File: src/rtl/alat_pkg.sv
`timescale 1ns/1ps
package alat_pkg;

  // Operation chosen by the two active-low controls on each edge.
  typedef enum logic [1:0] {
    MODE_HOLD   = 2'b00,
    MODE_WRITE  = 2'b01,
    MODE_DECODE = 2'b10,
    MODE_CLEAR  = 2'b11
  } alat_mode_e;

endpackage

File: src/rtl/alat_rst_sync.sv
`timescale 1ns/1ps
// Asserts asynchronously, deasserts after STAGES rising edges.
module alat_rst_sync #(
  parameter int STAGES = 2
) (
  input  logic clk,
  input  logic rst_n,
  output logic rst_sync_n
);

  logic [STAGES-1:0] chain_q;
  logic [STAGES-1:0] chain_d;

  always_comb begin
    chain_d = {chain_q[STAGES-2:0], 1'b1};
  end

  always_ff @(posedge clk or negedge rst_n) begin
    if (!rst_n) chain_q <= '0;
    else        chain_q <= chain_d;
  end

  assign rst_sync_n = chain_q[STAGES-1];

endmodule

File: src/rtl/alat_mode_dec.sv
`timescale 1ns/1ps
// Maps the two active-low controls onto an operation.
module alat_mode_dec
  import alat_pkg::*;
(
  input  logic       clr_n,
  input  logic       wr_en_n,
  output alat_mode_e mode
);

  always_comb begin
    unique case ({clr_n, wr_en_n})
      2'b01:   mode = MODE_CLEAR;
      2'b00:   mode = MODE_DECODE;
      2'b10:   mode = MODE_WRITE;
      default: mode = MODE_HOLD;
    endcase
  end

endmodule

File: src/rtl/alat_sel_dec.sv
`timescale 1ns/1ps
// Binary address to one-hot cell select.
module alat_sel_dec #(
  parameter int ADDR_W = 3,
  localparam int NCELLS = 1 << ADDR_W
) (
  input  logic [ADDR_W-1:0] addr,
  output logic [NCELLS-1:0] sel
);

  for (genvar gi = 0; gi < NCELLS; gi++) begin : g_sel
    assign sel[gi] = (addr == ADDR_W'(gi));
  end

endmodule

File: src/rtl/alat_cell.sv
`timescale 1ns/1ps
// One storage bit with explicit next-state and load enable.
module alat_cell
  import alat_pkg::*;
(
  input  logic       clk,
  input  logic       rst_n,
  input  alat_mode_e mode,
  input  logic       sel,
  input  logic       din,
  output logic       q
);

  logic q_nxt;
  logic load;

  always_comb begin
    q_nxt = q;
    load  = 1'b0;
    unique case (mode)
      MODE_CLEAR: begin
        q_nxt = 1'b0;
        load  = 1'b1;
      end
      MODE_DECODE: begin
        q_nxt = sel & din;
        load  = 1'b1;
      end
      MODE_WRITE: begin
        q_nxt = din;
        load  = sel;
      end
      default: begin
        q_nxt = q;
        load  = 1'b0;
      end
    endcase
  end

  always_ff @(posedge clk or negedge rst_n) begin
    if (!rst_n)    q <= 1'b0;
    else if (load) q <= q_nxt;
  end

endmodule

File: src/rtl/addr_latch.sv
`timescale 1ns/1ps
// Top: addressable bit bank with write, hold, decode and clear modes.
module addr_latch
  import alat_pkg::*;
#(
  parameter int ADDR_W = 3,
  parameter int RST_STAGES = 2,
  localparam int NCELLS = 1 << ADDR_W
) (
  input  logic              clk,
  input  logic              rst_n,
  input  logic              clr_n,
  input  logic              wr_en_n,
  input  logic [ADDR_W-1:0] addr,
  input  logic              din,
  output logic [NCELLS-1:0] q
);

  logic              rst_sync_n;
  alat_mode_e        mode;
  logic [NCELLS-1:0] sel;

  alat_rst_sync #(.STAGES(RST_STAGES)) u_rst (
    .clk        (clk),
    .rst_n      (rst_n),
    .rst_sync_n (rst_sync_n)
  );

  alat_mode_dec u_mode (
    .clr_n   (clr_n),
    .wr_en_n (wr_en_n),
    .mode    (mode)
  );

  alat_sel_dec #(.ADDR_W(ADDR_W)) u_sel (
    .addr (addr),
    .sel  (sel)
  );

  for (genvar gc = 0; gc < NCELLS; gc++) begin : g_cell
    alat_cell u_cell (
      .clk   (clk),
      .rst_n (rst_sync_n),
      .mode  (mode),
      .sel   (sel[gc]),
      .din   (din),
      .q     (q[gc])
    );
  end

  // Exactly one cell selected for any address.
  p_sel_onehot_r4: assert property (@(posedge clk) disable iff (!rst_sync_n)
    $onehot(sel));

  p_clear_zero_r2: assert property (@(posedge clk) disable iff (!rst_sync_n)
    (!clr_n && wr_en_n) |=> (q == '0));

  p_hold_stable_r3: assert property (@(posedge clk) disable iff (!rst_sync_n)
    (clr_n && wr_en_n) |=> (q == $past(q)));

  p_write_bit_r4: assert property (@(posedge clk) disable iff (!rst_sync_n)
    (clr_n && !wr_en_n) |=> (q[$past(addr)] == $past(din)));

  p_write_others_r5: assert property (@(posedge clk) disable iff (!rst_sync_n)
    (clr_n && !wr_en_n) |=>
      (((q ^ $past(q)) & ~(NCELLS'(1) << $past(addr))) == '0));

  p_decode_pattern_r6: assert property (@(posedge clk) disable iff (!rst_sync_n)
    (!clr_n && !wr_en_n) |=>
      (q == ($past(din) ? (NCELLS'(1) << $past(addr)) : '0)));

  p_decode_onehot_r7: assert property (@(posedge clk) disable iff (!rst_sync_n)
    (!clr_n && !wr_en_n) |=> $onehot0(q));

endmodule

File: config.mk
export PLATFORM = sky130hd
export DESIGN_NAME = addr_latch
export DESIGN_NICKNAME = d
export VERILOG_FILES = /design/src/rtl/alat_pkg.sv /design/src/rtl/alat_rst_sync.sv /design/src/rtl/alat_mode_dec.sv /design/src/rtl/alat_sel_dec.sv /design/src/rtl/alat_cell.sv /design/src/rtl/addr_latch.sv
export SDC_FILE = /design/constraint.sdc
export NUM_CORES = 1
export LEC_CHECK = 0
export BUFFER_PORTS_ARGS = -buffer_cell sky130_fd_sc_hd__clkbuf_2
export CORE_AREA = 2 2 39 41
export CTS_CLUSTER_SIZE = 8
export DETAILED_ROUTE_END_ITERATION = 10
export DIE_AREA = 0 0 41 43
export PLACE_DENSITY_LB_ADDON = 0.12
export SYNTH_ARGS = -nofsm -noshare
export SYNTH_HDL_FRONTEND = slang
export SYNTH_SLANG_ARGS = --single-unit
File: constraint.sdc
create_clock -name clk -period 1 [get_ports clk]
set_clock_uncertainty 0.15 [all_clocks]
set_input_delay 0 -clock clk [delete_from_list [all_inputs] [get_ports clk]]
set_output_delay 0 -clock clk [all_outputs]
set_load 0.05 [all_outputs]
==> run_results.csv <==
group,metric,value,unit
cells_and_area,utilization,53.44,%
power,p_total,952.4,µW
synthesis,ys_ff_latch,10,
cells_and_area,fin_nets,74,
clock_network,cts.clk_slew.worst_paths,70,ps
status,status,"complete, but fails checks",
clock_network,clock_path_buffers,2,
power,vdd_ir_drop_max,866.0,µV
global_route,grt_max_degree,9,
cells_and_area,antenna_cells,0,
timing,slew_viol_final,0,
timing,whs,-46.48,ps
setup_path,cp.arrival,820,ps
floorplan,start_util,36.89,%
place,place_inst,69,
synthesis,ys_types,12,
clock_network,cts.sinks,10,
synthesis,synth_seq_area_share,49.02,%
timing,fmaxAchievable,1034,MHz
floorplan,core_area,1384,µm²
global_route,grt_pass1_vias,344,
timing,hold_viol_final,13,
place,numPortBuffers,15,
clock_network,cts_max_level,1,
floorplan,ioPinCount,16,
drt,post_drt_via_cell_ratio,4.654,
setup_path,crit_path_end_kind,"output pin",
global_route,antenna_found_initial,0,
floorplan,rows,14,
setup_path,worstPathMaxFanout,2,
drt,postRouteWirelength,921,µm
clock_network,cts_buffers,3,
cells_and_area,stdcell_count,81,
synthesis,synthesis.nets,53,
cells_and_area,layout-drive-gt1-share,43.08,%
drt,drt_iter0_markers,6,
synthesis,synth_area_per_cell,11.34,µm²
timing,tns,0,ps
setup_path,max_stage_delay,400,ps
drt,antenna_left,0,
timing,rsz0062_at_grt,"true",
setup_path,worstPathCellList,"buf_8",
synthesis,yosys_warnings,0,
setup_path,critPathKind,"register to output pin",
synthesis,netlist_instances,45,
clock_network,cts_hold_buffers,4,
worst_hold_path,hold_class,"input port to register",
setup_path,critical_path.top_delay_family,"flip-flops",
setup_path,cp_slowest_cell,"dfrtp_1",
cells_and_area,areaGrowthSynthToFinish,44.85,%
clock_network,clk_latency,250,ps
power,powerDensity,1288,nW/µm²
global_route,grt.total_usage,12.72,%
timing,fin_crit,967.2,ps
setup_path,timing.critical_path.buf_inv,1,
floorplan,fp.dieArea,1763,µm²
power,p_leak,0.3483,nW
drt,drc,0,
floorplan,die_x,41,µm
drt,routedWlPerCell,11.37,µm
setup_path,cp.required,850,ps
cells_and_area,layout_common_cells,"dfrtp_1 (10), nand2_1 (8), mux2i_1 (8), clkbuf_2 (7), buf_8 (7)",
timing,setup_violations,0,
cells_and_area,layout_commonest_cell,"dfrtp_1",
place,routabilityCongestion,0.6886,
synthesis,synth_area,510.5,µm²
flow_run,drv_cap,0,
setup_path,cp-start-kind,"register",
global_route,overflow,0,
timing,finalCritPeriodShare,96.72,%
clock_network,cts_tree,"yes",
cells_and_area,fillers,124,
global_route,grt_pass1_wl,1.400,mm
floorplan,die_height,43,µm
drt,num_vias,377,
status,violations,"negative hold slack",
drt,dr.pass1.iters,4,
clock_network,root_buffer,"clkbuf_4",
cell type report:
cell class | instances | area [µm²] | area share, %
Sequential cell | 10 | 250.2 | 33.84
Timing Repair Buffer | 25 | 236.5 | 31.98
Multi-Input combinational cell | 25 | 192.7 | 26.06
Clock buffer | 4 | 36.28 | 4.907
Tap cell | 16 | 20.02 | 2.707
Inverter | 1 | 3.754 | 0.5076
worst min-delay path, stage by stage:
cell and delay (ps):
clkbuf_2 130, nor4_1 70, mux2i_1 110
power by group:
group | internal, mW | leakage (nW) | switching (mW)
Combinational | 0.0790 | 0.194 | 0.0842
Sequential | 0.420 | 0.133 | 0.0163
Clock | 0.221 | 0.0210 | 0.133
Total | 0.719 | 0.348 | 0.233
path summary, 6_finish.rpt:
kind | from | to | slack, ps | cells past startpoint
worst max-delay path | g_cell[6].u_cell.q$_DFFE_PN0P_ | q[6] | 30 | 1
max in group asynchronous | rst_n | u_rst.chain_q[1]$_DFF_PN0_ | 130 | 3
worst max register to register | g_cell[2].u_cell.q$_DFFE_PN0P_ | g_cell[2].u_cell.q$_DFFE_PN0P_ | 70 | 3
worst min-delay path | addr[0] | g_cell[0].u_cell.q$_DFFE_PN0P_ | -50 | 3
min in group asynchronous | u_rst.chain_q[1]$_DFF_PN0_ | g_cell[7].u_cell.q$_DFFE_PN0P_ | -20 | 0
worst min register to register | u_rst.chain_q[1]$_DFF_PN0_ | g_cell[7].u_cell.q$_DFFE_PN0P_ | -20 | 0
what timing repair did:
item,in CTS,in global routing
cloned,0,0
setup buffers,0,4
setup endpoints to repair,8,12
hold endpoints to repair,14,5
resized for setup,15,10
per-stage QoR:
stage / setup slack [ps] / instance area [µm²]
final: 32.81 / 739.5
after global routing: -12.33 / 739.5
after CTS: 3.400 / 696.9
after floorplan: 231.1 / 510.5
after detailed placement: -23.17 / 556.8
after global placement: -6.667 / 556.8
synthesized netlist by cell type:
cell / instances / area [µm²]
dfrtp_1: 10 / 250.2
buf_4: 8 / 60.06
mux2i_1: 8 / 80.08
nand2_1: 8 / 30.03
nor4b_1: 3 / 26.28
and4bb_2: 2 / 25.02
and4bb_1: 1 / 12.51
clkbuf_1: 1 / 3.750
conb_1: 1 / 3.750
inv_1: 1 / 3.750
nand4b_1: 1 / 8.760
nor4_1: 1 / 6.260
logic make-up after synthesis:
logic type	count (synthesis)	synth area share (%)
mux	8	15.69
buf+inv	10	13.23
other cells	1	0.7346
flops	10	49.02
simple gates	16	21.32
flip-flops by register name, indices dropped and copies added, names as in the netlist:
signal and count:
g_cell.u_cell.q 8, u_rst.chain_q 2
routing by layer:
metal,global-route usage [%],routed length [µm]
met4,10.00,10
met3,3.141,73
met5,0,0
met1,17.11,445
met2,16.56,392
Power figures use the tool's default switching activity.
